$ cat src/rtl/fzarb_pkg.sv
package fzarb_pkg;
  localparam int unsigned NM   = 3;
  localparam int unsigned IDXW = 2;
  localparam int unsigned QW   = 8;
  localparam logic [1:0] CAT_LO = 2'd0;
  localparam logic [1:0] CAT_MD = 2'd1;
  localparam logic [1:0] CAT_HI = 2'd2;
  localparam logic [QW-1:0] FULL_RATE = 8'd100;
endpackage

$ cat src/rtl/fzarb_divider.sv
module fzarb_divider
  import fzarb_pkg::*;
#(
  parameter int unsigned CNT_W = 16
) (
  input  logic                       clk,
  input  logic                       rst_n,
  input  logic [NM-1:0][CNT_W-1:0]   req_cnt,
  input  logic [NM-1:0][CNT_W-1:0]   gnt_cnt,
  output logic                       done,
  output logic [IDXW-1:0]            done_idx,
  output logic [QW-1:0]              rate
);
  localparam int unsigned DW = CNT_W + QW;
  typedef enum logic [1:0] {ST_LOAD, ST_ITER, ST_DONE} st_t;

  st_t               st_q, st_d;
  logic [IDXW-1:0]   idx_q, idx_d;
  logic [2:0]        step_q, step_d;
  logic [DW-1:0]     rem_q, rem_d;
  logic [CNT_W-1:0]  den_q, den_d;
  logic [QW-1:0]     quo_q, quo_d;
  logic [DW-1:0]     shifted;

  always_comb begin
    st_d    = st_q;
    idx_d   = idx_q;
    step_d  = step_q;
    rem_d   = rem_q;
    den_d   = den_q;
    quo_d   = quo_q;
    done    = 1'b0;
    shifted = DW'(den_q) << step_q;
    case (st_q)
      ST_LOAD: begin
        rem_d  = DW'(gnt_cnt[idx_q]) * DW'(100);
        den_d  = req_cnt[idx_q];
        quo_d  = '0;
        step_d = 3'(QW - 1);
        st_d   = ST_ITER;
      end
      ST_ITER: begin
        if (rem_q >= shifted) begin
          rem_d         = rem_q - shifted;
          quo_d[step_q] = 1'b1;
        end
        if (step_q == 3'd0) st_d = ST_DONE;
        else                step_d = step_q - 3'd1;
      end
      default: begin
        done  = 1'b1;
        st_d  = ST_LOAD;
        idx_d = (idx_q == IDXW'(NM - 1)) ? '0 : idx_q + 1'b1;
      end
    endcase
  end

  always_ff @(posedge clk or negedge rst_n) begin
    if (!rst_n) begin
      st_q   <= ST_LOAD;
      idx_q  <= '0;
      step_q <= '0;
      rem_q  <= '0;
      den_q  <= '0;
      quo_q  <= '0;
    end else begin
      st_q   <= st_d;
      idx_q  <= idx_d;
      step_q <= step_d;
      rem_q  <= rem_d;
      den_q  <= den_d;
      quo_q  <= quo_d;
    end
  end

  assign done_idx = idx_q;
  assign rate     = (den_q == '0) ? FULL_RATE : quo_q;

  // a finished percentage never exceeds full acceptance
  assert_rate_bound_R1: assert property (@(posedge clk) disable iff (!rst_n)
    done |-> (rate <= FULL_RATE));
endmodule

$ cat src/rtl/fzarb_fuzzify.sv
module fzarb_fuzzify
  import fzarb_pkg::*;
#(
  parameter int BP_RISE = 18,
  parameter int BP_PEAK = 36,
  parameter int BP_TOP  = 72
) (
  input  logic [QW-1:0] rate,
  output logic [1:0]    cat
);
  localparam int SCALE = BP_PEAK * (BP_PEAK - BP_RISE) * (BP_TOP - BP_PEAK);
  localparam int K_LO  = SCALE / BP_PEAK;
  localparam int K_MDL = SCALE / (BP_PEAK - BP_RISE);
  localparam int K_MDR = SCALE / (BP_TOP - BP_PEAK);
  localparam int K_HI  = SCALE / (BP_TOP - BP_PEAK);

  int x, mu_lo, mu_md, mu_hi, best;

  always_comb begin
    x = int'(rate);
    mu_lo = (x < BP_PEAK) ? (BP_PEAK - x) * K_LO : 0;
    if (x >= BP_RISE && x < BP_PEAK)     mu_md = (x - BP_RISE) * K_MDL;
    else if (x >= BP_PEAK && x < BP_TOP) mu_md = (BP_TOP - x) * K_MDR;
    else                                 mu_md = 0;
    if (x >= BP_TOP)       mu_hi = SCALE;
    else if (x >= BP_PEAK) mu_hi = (x - BP_PEAK) * K_HI;
    else                   mu_hi = 0;
    cat  = CAT_LO;
    best = mu_lo;
    if (mu_md > best) begin
      cat  = CAT_MD;
      best = mu_md;
    end
    if (mu_hi > best) cat = CAT_HI;
  end
endmodule

$ cat src/rtl/fzarb_rules.sv
module fzarb_rules
  import fzarb_pkg::*;
(
  input  logic [NM-1:0][1:0] cats,
  input  logic [NM-1:0]      req,
  output logic [NM-1:0]      gnt
);
  logic [IDXW-1:0] pick;
  logic [NM-1:0]   pick_oh;

  always_comb begin
    case (cats[0])
      CAT_LO: pick = 2'd0;
      CAT_MD: pick = (cats[1] == CAT_LO) ? 2'd1 :
                     (cats[2] == CAT_LO) ? 2'd2 : 2'd0;
      default: begin
        if (cats[1] == CAT_LO)      pick = 2'd1;
        else if (cats[1] == CAT_MD) pick = (cats[2] == CAT_LO) ? 2'd2 : 2'd1;
        else                        pick = (cats[2] != CAT_HI) ? 2'd2 : 2'd0;
      end
    endcase
    pick_oh = NM'(1) << pick;
    if ((pick_oh & req) != '0) gnt = pick_oh;
    else                       gnt = req & (~req + NM'(1));
  end
endmodule

$ cat src/rtl/fz_rate_arbiter.sv
module fz_rate_arbiter
  import fzarb_pkg::*;
#(
  parameter int unsigned CNT_W = 16
) (
  input  logic          clk,
  input  logic          rst_n,
  input  logic [NM-1:0] req,
  output logic [NM-1:0] gnt
);
  localparam logic [CNT_W-1:0] CNT_MAX = {CNT_W{1'b1}};

  logic [1:0]                sync_q;
  logic                      rst_s;
  logic [NM-1:0][CNT_W-1:0]  req_cnt_q, req_cnt_d, gnt_cnt_q, gnt_cnt_d;
  logic [NM-1:0][1:0]        cat_q;
  logic                      dv_done;
  logic [IDXW-1:0]           dv_idx;
  logic [QW-1:0]             dv_rate;
  logic [1:0]                dv_cat;

  always_ff @(posedge clk or negedge rst_n) begin
    if (!rst_n) sync_q <= 2'b00;
    else        sync_q <= {sync_q[0], 1'b1};
  end
  assign rst_s = sync_q[1];

  for (genvar i = 0; i < NM; i++) begin : g_cnt
    always_comb begin
      req_cnt_d[i] = req_cnt_q[i];
      gnt_cnt_d[i] = gnt_cnt_q[i];
      if (req[i] && req_cnt_q[i] != CNT_MAX) req_cnt_d[i] = req_cnt_q[i] + 1'b1;
      if (gnt[i] && gnt_cnt_q[i] != CNT_MAX) gnt_cnt_d[i] = gnt_cnt_q[i] + 1'b1;
    end

    always_ff @(posedge clk or negedge rst_s) begin
      if (!rst_s) begin
        req_cnt_q[i] <= '0;
        gnt_cnt_q[i] <= '0;
        cat_q[i]     <= CAT_HI;
      end else begin
        req_cnt_q[i] <= req_cnt_d[i];
        gnt_cnt_q[i] <= gnt_cnt_d[i];
        if (dv_done && dv_idx == IDXW'(i)) cat_q[i] <= dv_cat;
      end
    end

    // a saturated counter holds its limit
    assert_req_sat_hold_R7: assert property (@(posedge clk) disable iff (!rst_s)
      ($past(req_cnt_q[i]) == CNT_MAX) |-> (req_cnt_q[i] == CNT_MAX));
    // grants never outnumber requests
    assert_gnt_le_req_R7: assert property (@(posedge clk) disable iff (!rst_s)
      gnt_cnt_q[i] <= req_cnt_q[i]);
  end

  fzarb_divider #(.CNT_W(CNT_W)) u_div (
    .clk      (clk),
    .rst_n    (rst_s),
    .req_cnt  (req_cnt_q),
    .gnt_cnt  (gnt_cnt_q),
    .done     (dv_done),
    .done_idx (dv_idx),
    .rate     (dv_rate)
  );

  fzarb_fuzzify u_fuzz (
    .rate (dv_rate),
    .cat  (dv_cat)
  );

  fzarb_rules u_rules (
    .cats (cat_q),
    .req  (req),
    .gnt  (gnt)
  );

  // grant lines are exclusive
  assert_gnt_onehot_R6: assert property (@(posedge clk) disable iff (!rst_s)
    $onehot0(gnt));
  // only requesters are granted
  assert_gnt_only_req_R6: assert property (@(posedge clk) disable iff (!rst_s)
    (gnt & ~req) == '0);
  // a pending request is always served
  assert_gnt_when_req_R6: assert property (@(posedge clk) disable iff (!rst_s)
    (req != '0) |-> ($countones(gnt) == 1));
  // a stored category is always one of the three sets
  assert_cat_legal_R2: assert property (@(posedge clk) disable iff (!rst_s)
    dv_done |-> (dv_cat != 2'd3));
endmodule

$ cat config.mk
export PLATFORM = sky130hd
export DESIGN_NAME = fz_rate_arbiter
export DESIGN_NICKNAME = d
export VERILOG_FILES = /design/src/rtl/fzarb_pkg.sv /design/src/rtl/fzarb_divider.sv /design/src/rtl/fzarb_fuzzify.sv /design/src/rtl/fzarb_rules.sv /design/src/rtl/fz_rate_arbiter.sv
export SDC_FILE = /design/constraint.sdc
export NUM_CORES = 1
export LEC_CHECK = 0
export ABC_CLOCK_PERIOD_IN_PS = 15800
export BUFFER_PORTS_ARGS = -buffer_cell sky130_fd_sc_hd__buf_4
export CAP_MARGIN = 20
export CORE_UTILIZATION = 33
export DETAILED_ROUTE_END_ITERATION = 10
export SYNTH_ARGS = -nofsm -noshare
export SYNTH_HDL_FRONTEND = slang
export SYNTH_SLANG_ARGS = --single-unit
$ cat constraint.sdc
create_clock -name clk -period 15.8 [get_ports clk]
set_clock_uncertainty 0.2 [all_clocks]
set_input_delay 2.37 -clock clk [delete_from_list [all_inputs] [get_ports clk]]
set_output_delay 2.37 -clock clk [all_outputs]
set_load 0.02 [all_outputs]
==> run_results.csv <==
group,metric,value,unit
cells_and_area,layout-drive-gt1-share,5.75,%
synth,synthArstFlopShare,100,%
timing,hold_viol,0,
floorplan,row_count,82,
drt,wl_per_cell,15.3,um
synth,synth_area_per_cell,8.68,um^2
worst_setup_path,setup.worst_path.class,"register to register",
timing,final.min_clock_period,12.05,ns
synth,ys_types,76,
cts,cts_tree,"yes",
worst_setup_path,cp_slowest_cell,"a211oi_1",
cts,cts.sinks,159,
global_route,grt_pass1_wl,67.5,mm
floorplan,die-area,0.0518,mm^2
cells_and_area,insertedDiodeCount,0,
synth,netlist.top_cell.by_area,"dfrtp_1",
global_route,grt.total_usage,16.1,%
synth,synth_top_family_by_area,"adder cells",
drt,routed_wl,40.1,mm
synth,netlist_area,0.0168,mm^2
synth,muxShareOfSynthArea,5.82,%
cts,cts_hold_buf,0,
synth,synthTopCellsByArea,"dfrtp_1 (23%), ha_1 (20%), xnor2_1 (6.1%), nand2_1 (4.3%), fa_1 (4.3%)",
timing,clock.fmax,83.0,MHz
timing,relSlewSlack,30.8,%
place,gp_congestion,0.958,
global_route,first_global_vias,13400,
worst_setup_path,crit_path_frequent_cell,"ha_1",
cts,root_buffer,"clkbuf_16",
synth,yosys_warnings,0,
synth,synthSimpleGateAreaFrac,16.5,%
drt,vias,13500,
drt,firstDrtPassIters,5,
cts,cts_max_level,4,
floorplan,fp.dieW,228,um
floorplan,dieHeight,228,um
drt,drtAntennaViolNets,0,
hold_path,hp-class,"register to asynchronous set/reset pin",
place,hpwl,32.1,mm
synth,synth_ff_type,"dfrtp_1",
global_route,grt_max_degree,63,
synth,synth_xor_area_share,9.28,%
timing,finalSetupViolCount,0,
drt,first_iter_violations,689,
synth,synth_edf_count,0,
floorplan,start_util,33.5,%
timing,worst_slew_pin_slew,1.03,ns
global_route,grt.overflow.total,0,
drt,route.detailed.drc,0,
cts,clock_path_buffers,2,
synth,synthCells,1936,
cts,path_clk_slew,0.07,ns
worst_setup_path,cp_max_fo,15,
status,status,"finished, final reports clean",
worst_setup_path,critPathMaxStageDelay,0.79,ns
timing,rsz0062_at_grt,"no",
synth,synth_top_area_share,23.2,%
place,portBuffers,7,
worst_setup_path,crit_arrival,12.21,ns
timing,finalCritPeriodShare,76.2,%
cts,clk_latency,0.43,ns
synth,synth_seq_cells,159,
timing,slew_violations,0,
cts,post-cts-setup-buffers,0,
worst_setup_path,cp.required,15.97,ns
timing,setup_tns,0,ns
synth,synth_fa_ha_area_share,24.0,%
floorplan,core_area,0.0502,mm^2
cts,cts_made_buffers,17,
floorplan,ios,8,
cells_and_area,area.growth.synth_to_final,8.34,%
cells_and_area,fin_nets,2239,
worst_setup_path,end_kind,"register",
cts,cts_resized,0,
worst_setup_path,startpoint_type,"register",
run,cap_violations,0,
global_route,antenna_found_initial,0,
synth,synth_compound_area_share,15.4,%
synth,ys_seq_area_share,23.7,%
drt,viasPerCell,5.14,
==> critical path: cells and delay by family, from the launching register on <==
family | cells | cell delay, ns
adder cells (fa/ha/maj) | 6 | 2.06
multiplexers | 3 | 1.17
flip-flops | 1 | 0.42
AND/OR/NAND/NOR | 9 | 2.15
AO/OA/AOI/OAI | 17 | 5.24
buffers and inverters | 3 | 0.74
==> placed cells by master, fill, tap and decap left out, types with 21 or more instances in the layout <==
master | netlist | routed
a211oi_1 | 25 | 25
a21o_1 | 27 | 27
a21oi_1 | 122 | 122
and3_1 | 25 | 25
conb_1 | 2 | 21
dfrtp_1 | 156 | 154
fa_1 | 36 | 36
ha_1 | 264 | 264
inv_1 | 161 | 161
mux2i_1 | 64 | 64
nand2_1 | 193 | 193
nand3_1 | 45 | 45
nand4_1 | 34 | 34
nor2_1 | 143 | 142
nor2b_1 | 27 | 26
nor3_1 | 29 | 29
o21a_1 | 27 | 27
o21ai_0 | 93 | 92
xnor2_1 | 117 | 117
xor2_1 | 61 | 61
==> synth_stat cells, drive strengths merged (17+ instances only) <==
library cell / n
ha: 264
nand2: 193
inv: 162
dfrtp: 156
nor2: 144
a21oi: 122
xnor2: 117
o21ai: 96
mux2i: 64
xor2: 61
nand3: 45
clkbuf: 42
fa: 36
nand4: 34
nor3: 29
a21o: 27
nor2b: 27
o21a: 27
a211oi: 25
and3: 25
a31oi: 19
buf: 19
nand2b: 17
==> cells by family (layout without fill, tap and decap cells) <==
kind of cell	after synthesis	after routing
and+or+nand+nor	582	582
AOI/OAI and AO/OA	405	405
adders and majority gates	300	300
buffers and inverters	223	215
xor gates and xnor gates	178	178
DFF	159	159
muxes	87	87
other	2	21
==> sequential cells by signal, summed over array words and instances, names as in the netlist <==
register,count
req_cnt_q,48
u_div.quo_q,8
cat_q,6
sync_q,2
u_div.done_idx,2
u_div.step_q,3
u_div.rem_q,24
u_div.st_q,2
gnt_cnt_q,48
u_div.den_q,16
==> final cells by class <==
type | instances | area (um^2)
repair buffers | 21 | 175
fillers | 5153 | 32000
multi-input cells | 1573 | 12000
clock inverters | 12 | 124
well taps | 672 | 841
flip-flops and latches | 159 | 3990
clock buffers | 20 | 457
inverters | 162 | 608
==> metal layers <==
metal / part of all wire (%) / up-vias / track usage [%] / wire length, um
met1: 47 / 6406 / 21.0 / 18900
met2: 48 / 225 / 27.9 / 19200
met5: 0 / - / 0 / 0
met3: 2.8 / 54 / 1.39 / 1100
met4: 2.3 / 0 / 5.11 / 906
li1: - / 6785 / - / -
==> per-stage QoR <==
| stage | instances | utilization [%] | hold slack [ns] | worst slack, ns | instance area, um^2 |
|---|---|---|---|---|---|
| 2_1_floorplan | 1955 | - | 0.131 | 6.15 | 16900 |
| 5_1_grt | 2619 | 36.3 | 0.168 | 2.88 | 18200 |
| 4_1_cts | 2617 | 36.2 | 0.158 | 4.00 | 18200 |
| 6_report | 2619 | 36.3 | 0.121 | 3.75 | 18200 |
| 3_5_place_dp | 2585 | 35.1 | 0.139 | 4.07 | 17600 |
| 3_3_place_gp | 2585 | 35.1 | 0.143 | 4.50 | 17600 |
==> path summary, 6_finish.rpt <==
path / start / end / slack (ns) / cells past startpoint
worst max-delay path: u_div.den_q[9] / cat_q[5] / 3.75 / 38
worst min-delay path: sync_q[1] / gnt_cnt_q[4] / 0.12 / 0
worst max register to register: u_div.den_q[9] / cat_q[5] / 3.75 / 38
worst min register to register: sync_q[1] / gnt_cnt_q[4] / 0.12 / 0
max in group asynchronous: sync_q[1] / u_div.done_idx[1] / 13.38 / 2
min in group clk: sync_q[0] / sync_q[1] / 0.16 / 0
Power is not shown: default switching activity piles up to over one toggle a cycle in this logic, so the estimate is an artifact.
